===== src/rtl/hz_pkg.sv =====
package hz_pkg;
    typedef enum logic [1:0] {
        FWD_RF  = 2'b00,
        FWD_WB  = 2'b01,
        FWD_MEM = 2'b10
    } fwd_sel_e;

    typedef struct packed {
        logic stall;
        logic bubble;
        logic fl_if_id;
        logic fl_id_ex;
        logic fl_ex_mem;
    } intlk_t;
endpackage


===== src/rtl/hz_fwd_ex.sv =====
module hz_fwd_ex
    import hz_pkg::*;
#(
    parameter int REG_AW = 5
) (
    input  logic [REG_AW-1:0] src,
    input  logic [REG_AW-1:0] mem_rd,
    input  logic              mem_we,
    input  logic [REG_AW-1:0] wb_rd,
    input  logic              wb_we,
    output fwd_sel_e          sel
);
    localparam logic [REG_AW-1:0] ZERO_REG = '0;

    fwd_sel_e sel_d;
    logic     mem_hit_d;
    logic     wb_hit_d;

    always_comb begin
        mem_hit_d = mem_we && (mem_rd != ZERO_REG) && (mem_rd == src);
        wb_hit_d  = wb_we  && (wb_rd  != ZERO_REG) && (wb_rd  == src);
        if (mem_hit_d)     sel_d = FWD_MEM;
        else if (wb_hit_d) sel_d = FWD_WB;
        else               sel_d = FWD_RF;
    end

    assign sel = sel_d;
endmodule


===== src/rtl/hz_byp_id.sv =====
module hz_byp_id #(
    parameter int REG_AW = 5
) (
    input  logic [REG_AW-1:0] src,
    input  logic [REG_AW-1:0] wb_rd,
    input  logic              wb_we,
    output logic              byp
);
    localparam logic [REG_AW-1:0] ZERO_REG = '0;

    logic byp_d;

    always_comb begin
        byp_d = wb_we && (wb_rd != ZERO_REG) && (wb_rd == src);
    end

    assign byp = byp_d;
endmodule


===== src/rtl/hz_interlock.sv =====
module hz_interlock
    import hz_pkg::*;
#(
    parameter int REG_AW = 5
) (
    input  logic [REG_AW-1:0] id_rs,
    input  logic [REG_AW-1:0] id_rt,
    input  logic [REG_AW-1:0] ex_rd,
    input  logic              ex_we,
    input  logic              ex_load,
    input  logic              br_taken,
    output intlk_t            ctl
);
    localparam logic [REG_AW-1:0] ZERO_REG = '0;

    intlk_t ctl_d;
    logic   use_hit_d;

    always_comb begin
        use_hit_d = ex_load && ex_we && (ex_rd != ZERO_REG)
                    && ((ex_rd == id_rs) || (ex_rd == id_rt));
        ctl_d = '0;
        if (br_taken) begin
            // squash wins over any interlock in the same cycle
            ctl_d.fl_if_id  = 1'b1;
            ctl_d.fl_id_ex  = 1'b1;
            ctl_d.fl_ex_mem = 1'b1;
        end else if (use_hit_d) begin
            ctl_d.stall  = 1'b1;
            ctl_d.bubble = 1'b1;
        end
    end

    assign ctl = ctl_d;
endmodule


===== src/rtl/hz_ctrl.sv =====
module hz_ctrl
    import hz_pkg::*;
#(
    parameter int REG_AW = 5
) (
    input  logic              clk,
    input  logic              rst_n,
    input  logic [REG_AW-1:0] id_rs,
    input  logic [REG_AW-1:0] id_rt,
    input  logic [REG_AW-1:0] ex_rs,
    input  logic [REG_AW-1:0] ex_rt,
    input  logic [REG_AW-1:0] ex_rd,
    input  logic              ex_we,
    input  logic              ex_load,
    input  logic [REG_AW-1:0] mem_rd,
    input  logic              mem_we,
    input  logic [REG_AW-1:0] wb_rd,
    input  logic              wb_we,
    input  logic              br_taken,
    output logic [1:0]        ex_fwd_a,
    output logic [1:0]        ex_fwd_b,
    output logic              id_byp_a,
    output logic              id_byp_b,
    output logic              stall_front,
    output logic              bubble_ex,
    output logic              flush_if_id,
    output logic              flush_id_ex,
    output logic              flush_ex_mem
);
    localparam int N_OPS = 2;
    localparam logic [REG_AW-1:0] ZERO_REG = '0;

    logic [REG_AW-1:0] ex_src [N_OPS];
    logic [REG_AW-1:0] id_src [N_OPS];
    fwd_sel_e          ex_sel [N_OPS];
    logic              id_sel [N_OPS];
    intlk_t            ctl;

    assign ex_src[0] = ex_rs;
    assign ex_src[1] = ex_rt;
    assign id_src[0] = id_rs;
    assign id_src[1] = id_rt;

    for (genvar g = 0; g < N_OPS; g++) begin : g_op
        hz_fwd_ex #(.REG_AW(REG_AW)) u_fwd (
            .src    (ex_src[g]),
            .mem_rd (mem_rd),
            .mem_we (mem_we),
            .wb_rd  (wb_rd),
            .wb_we  (wb_we),
            .sel    (ex_sel[g])
        );
        hz_byp_id #(.REG_AW(REG_AW)) u_byp (
            .src   (id_src[g]),
            .wb_rd (wb_rd),
            .wb_we (wb_we),
            .byp   (id_sel[g])
        );
    end

    hz_interlock #(.REG_AW(REG_AW)) u_intlk (
        .id_rs    (id_rs),
        .id_rt    (id_rt),
        .ex_rd    (ex_rd),
        .ex_we    (ex_we),
        .ex_load  (ex_load),
        .br_taken (br_taken),
        .ctl      (ctl)
    );

    assign ex_fwd_a     = ex_sel[0];
    assign ex_fwd_b     = ex_sel[1];
    assign id_byp_a     = id_sel[0];
    assign id_byp_b     = id_sel[1];
    assign stall_front  = ctl.stall;
    assign bubble_ex    = ctl.bubble;
    assign flush_if_id  = ctl.fl_if_id;
    assign flush_id_ex  = ctl.fl_id_ex;
    assign flush_ex_mem = ctl.fl_ex_mem;

    // a memory-stage match always wins
    a_r3_mem_priority: assert property (@(posedge clk) disable iff (!rst_n)
        (mem_we && mem_rd != ZERO_REG && mem_rd == ex_rs) |-> ex_fwd_a == 2'b10);
    // memory select only with a writing producer
    a_r1_mem_needs_we: assert property (@(posedge clk) disable iff (!rst_n)
        (ex_fwd_b == 2'b10) |-> mem_we);
    // register 0 is never forwarded or bypassed
    a_r4_zero_quiet: assert property (@(posedge clk) disable iff (!rst_n)
        (ex_rs == ZERO_REG) |-> (ex_fwd_a == 2'b00));
    // decode bypass requires a writing writeback stage
    a_r5_byp_needs_wb: assert property (@(posedge clk) disable iff (!rst_n)
        (id_byp_a || id_byp_b) |-> wb_we);
    // stall and bubble travel together
    a_r6_stall_bubble: assert property (@(posedge clk) disable iff (!rst_n)
        stall_front == bubble_ex);
    // only a load can interlock
    a_r7_alu_no_stall: assert property (@(posedge clk) disable iff (!rst_n)
        !ex_load |-> !stall_front);
    // squash overrides the interlock
    a_r8_flush_wins: assert property (@(posedge clk) disable iff (!rst_n)
        br_taken |-> (flush_if_id && flush_id_ex && flush_ex_mem && !stall_front && !bubble_ex));
    a_r8_no_spurious_flush: assert property (@(posedge clk) disable iff (!rst_n)
        !br_taken |-> !(flush_if_id || flush_id_ex || flush_ex_mem));
endmodule


===== config.mk =====
export PLATFORM = sky130hd
export DESIGN_NAME = hz_ctrl
export DESIGN_NICKNAME = d
export VERILOG_FILES = /design/src/rtl/hz_pkg.sv /design/src/rtl/hz_fwd_ex.sv /design/src/rtl/hz_byp_id.sv /design/src/rtl/hz_interlock.sv /design/src/rtl/hz_ctrl.sv
export SDC_FILE = /design/constraint.sdc
export NUM_CORES = 1
export LEC_CHECK = 0
export ABC_AREA = 1
export BUFFER_PORTS_ARGS = -buffer_cell sky130_fd_sc_hd__buf_2
export CORE_ASPECT_RATIO = 1.1
export CORE_MARGIN = 2
export CORE_UTILIZATION = 47
export DETAILED_ROUTE_END_ITERATION = 6
export PLACE_DENSITY_LB_ADDON = 0.3
export SETUP_SLACK_MARGIN = 0.3
export SYNTH_ARGS = -nofsm -noshare
export SYNTH_HDL_FRONTEND = slang
export SYNTH_SLANG_ARGS = --single-unit

===== constraint.sdc =====
create_clock -name vclk -period 1.1
set_input_delay 0.055 -clock vclk [all_inputs]
set_output_delay 0.055 -clock vclk [all_outputs]
set_load 0.05 [all_outputs]

==> flow_summary.json, run 1 <==
{
  "synth_area_um2": 751,
  "firstError": "[ERROR DPL-0038] Utilization greater than 100%, impossible to legalize",
  "avgSynthCellArea_um2": 4.94,
  "dp_hpwl_mm": 1.82,
  "ios": 53,
  "synth_seq_area_share_pct": 0,
  "synth_top_area_cell": "nand2_1",
  "die_h_um": 45.9,
  "ys.warnings.count": 0,
  "flow.stopped_at": "5_1_grt",
  "grt_worst_setup_endpoint": "stall_front",
  "grt_max_degree": 7,
  "gp_congestion": 0.859,
  "die_w_um": 42.1,
  "pre_cts_slack_ps": -28.5,
  "port-buffer-count": 51,
  "dp.cells": 210,
  "synthCells": 152,
  "row_count": 15,
  "synth.distinct_cells": 17,
  "synth_area_leaders": "nand2_1 (26%), xnor2_1 (18%), inv_1 (13%), nor2_1 (10%), buf_4 (9.0%)",
  "syn_nets": 194,
  "endpoint_type": "primary output",
  "synth_top_area_share_pct": 26.0,
  "placed_area_um2": 1060,
  "status": "aborted with a tool error",
  "start_util_pct": 48.8
}
synth_stat cells:
cell type	instances
nand2_1	52
nand2_2	1
nor3_1	2
o21ai_0	2
a21oi_1	1
nor2_1	21
xnor2_1	15
inv_2	1
buf_6	1
nor2_2	1
buf_4	9
inv_1	25
nand4_1	3
or2_0	1
xor2_1	5
nand3_1	11
nand3b_1	1
cell families after synthesis:
logic type | synth area share, %
AO/OA/AOI/OAI | 2.00
XOR/XNOR | 23.3
AND/OR/NAND/NOR | 51.2
buffers and inverters | 23.5
per-stage QoR:
step	TNS, ps	utilization, %	hold slack (ps)
after global placement	0	68.7	424
after CTS	0	90.4	429
after detailed placement	-40.0	68.7	428
after floorplan	0	-	277
timing repair:
action,in CTS
resized for setup,91
pin swaps,31
buffers inserted,3
hold buffers,0
setup endpoints to repair,8
==> inputs of run 2 (changes only) <==
- CORE_AREA: default -> 2 2 63 65
- CORE_ASPECT_RATIO: 1.1 -> default
- CORE_MARGIN: 2 -> default
- CORE_UTILIZATION: 47 -> default
- DIE_AREA: default -> 0 0 65 67
- PLACE_DENSITY_LB_ADDON: 0.3 -> 0.15
- SETUP_SLACK_MARGIN: 0.3 -> default
==> run 2 against run 1 <==
  * The run now ends clean
  * Synthesized cell count unchanged
  * Area after synthesis is the same
==> flow_summary.json, run 2 <==
{
  "status": "finished clean",
  "ios": 53,
  "port-buffer-count": 51,
  "overflow": 0,
  "synth.distinct_cells": 17,
  "ys.warnings.count": 0,
  "dp_hpwl_mm": 2.00,
  "grt_pass1_wl_mm": 3.66,
  "synth_top_area_share_pct": 26.0,
  "antenna_left": 0,
  "total_power_mw": 0.378,
  "worst_pin_slew_ps": 256,
  "maxCapViolCount": 0,
  "layout_common_cells": "nand2_1 (52), buf_2 (45), inv_1 (23), nor2_1 (19), xnor2_1 (15)",
  "synthCells": 152,
  "via_per_inst": 3.94,
  "drive_gt1_share_pct": 31.6,
  "hold_violations": 0,
  "drc": 0,
  "wl_mm": 2.20,
  "top_usage_layer": "met2",
  "slowest_stage": "clkbuf_4",
  "cp.required_ps": 1040,
  "synth_seq_area_share_pct": 0,
  "diodes": 0,
  "vdd_drop_max_mv": 0.126,
  "wl_per_cell_um": 9.15,
  "power.leakage_nw": 0.617,
  "grt_max_degree": 7,
  "worstPathCellList": "buf_2 > nor2_2 > nand3b_1 > nand2_2 > nor2_1 > nand2_1 > nor2_2 > clkbuf_4",
  "first_pass_iters": 4,
  "finalCriticalPeriod_ps": 1020,
  "setup_viol": 0,
  "ff_latch_area_um2": 0,
  "nets": 237,
  "fillers": 441,
  "syn_nets": 194,
  "synthTopCellsByCount": "nand2_1 (52), inv_1 (25), nor2_1 (21)",
  "final_common_cell": "nand2_1",
  "placed_area_um2": 1010,
  "path_max_fanout": 6,
  "use_met3_pct": 0.507,
  "multi_input_area_um2": 601,
  "slew_headroom_pct": 83.0,
  "cp_data_arrival_time_ps": 970,
  "grtUsageMet2_pct": 18.9,
  "start_util_pct": 20.8,
  "drv_slew": 0,
  "dr.first_iter.drc_count": 34,
  "avgSynthCellArea_um2": 4.94,
  "path_common_cell": "nor2_2",
  "p_per_area_nw_per_um2": 364,
  "critical_path_class": "in2out",
  "vias": 949,
  "fin_crit_sh_pct": 92.8,
  "antenna_found_initial": 0,
  "synth_area_um2": 751,
  "synth_area_leaders": "nand2_1 (26%), xnor2_1 (18%), inv_1 (13%), nor2_1 (10%), buf_4 (9.0%)",
  "grt_use_total_pct": 10.4,
  "globalRouteMet1Util_pct": 14.4,
  "die_w_um": 65,
  "endpoint_kind": "primary output",
  "grt_pass1_vias": 881,
  "seq_cells": 0,
  "slowest_delay_ps": 230,
  "fmaxAchievable_mhz": 979,
  "die_h_um": 67,
  "nClkBuffers": 0,
  "core_um2": 3610,
  "pre_cts_slack_ps": 17.3,
  "gp_congestion": 0.703,
  "die_area_um2": 4360,
  "fin_hold_ws_ps": 425,
  "final_area_um2": 1040,
  "syn_to_final_growth_pct": 38.5,
  "fin_cells": 241,
  "start_kind": "primary input",
  "fin_ws_ps": 78.8,
  "synth_top_area_cell": "nand2_1",
  "dp.cells": 241,
  "post-synth-top-count-cell": "nand2_1",
  "hp-class": "in2out",
  "row_count": 22
}
==> run 2: cell counts after synthesis <==
Identical to the previous run, type by type.
==> run 2: timing repair <==
item | CTS | global route
hold buffers | 0 | 0
buffers inserted | 0 | 0
gates resized for setup | 0 | 16
endpoints found under the hold margin | 0 | 0
endpoints found under the setup margin | 0 | 6
==> run 2: final timing paths <==
kind / start / end / slack (ps) / cells past startpoint
worst max-delay path: wb_rd[0] / ex_fwd_b[0] / 80 / 8
worst min-delay path: br_taken / flush_ex_mem / 420 / 2
==> run 2: per-layer routing <==
| metal | vias up | routed length, um | part of all wire [%] |
|---|---|---|---|
| met5 | - | 0 | 0 |
| met4 | 0 | 0 | 0 |
| met3 | 0 | 162 | 7.4 |
| met2 | 37 | 976 | 44 |
| met1 | 384 | 1070 | 48 |
| li1 | 528 | - | - |
==> run 2: logic make-up (layout without fill, tap and decap cells) <==
| logic type | Yosys count | after routing | synth area share, % |
|---|---|---|---|
| AND/OR/NAND/NOR | 93 | 93 | 51.2 |
| buffers and inverters | 36 | 77 | 23.5 |
| XOR/XNOR | 20 | 20 | 23.3 |
| AO/OA/AOI/OAI | 3 | 3 | 2.00 |
==> run 2: critical path: cells and delay by family <==
| kind | cells | cell delay, ps |
|---|---|---|
| simple gates | 6 | 520 |
| buf+inv | 2 | 400 |
==> run 2: metrics by stage <==
| step | TNS (ps) | utilization [%] |
|---|---|---|
| after floorplan | -78.6 | - |
| after global placement | 0 | 28.1 |
| after detailed placement | 0 | 28.1 |
| after CTS | 0 | 28.1 |
| after global routing | -13.1 | 28.8 |
| final | 0 | 28.8 |
==> run 2: layout make-up <==
cell class | count | area share [%]
Timing Repair Buffer | 51 | 27.1
Tap cell | 48 | 5.78
Inverter | 26 | 9.39
Multi-Input combinational cell | 116 | 57.8
==> run 2: power breakdown <==
| part | switching (mW) | leakage, nW | internal, mW |
|---|---|---|---|
| combinational | 0.220 | 0.617 | 0.158 |
| clock | 0 | 0 | 0 |
| sequential | 0 | 0 | 0 |
| total | 0.220 | 0.617 | 0.158 |
No activity file was read; power rests on OpenSTA's default activity.
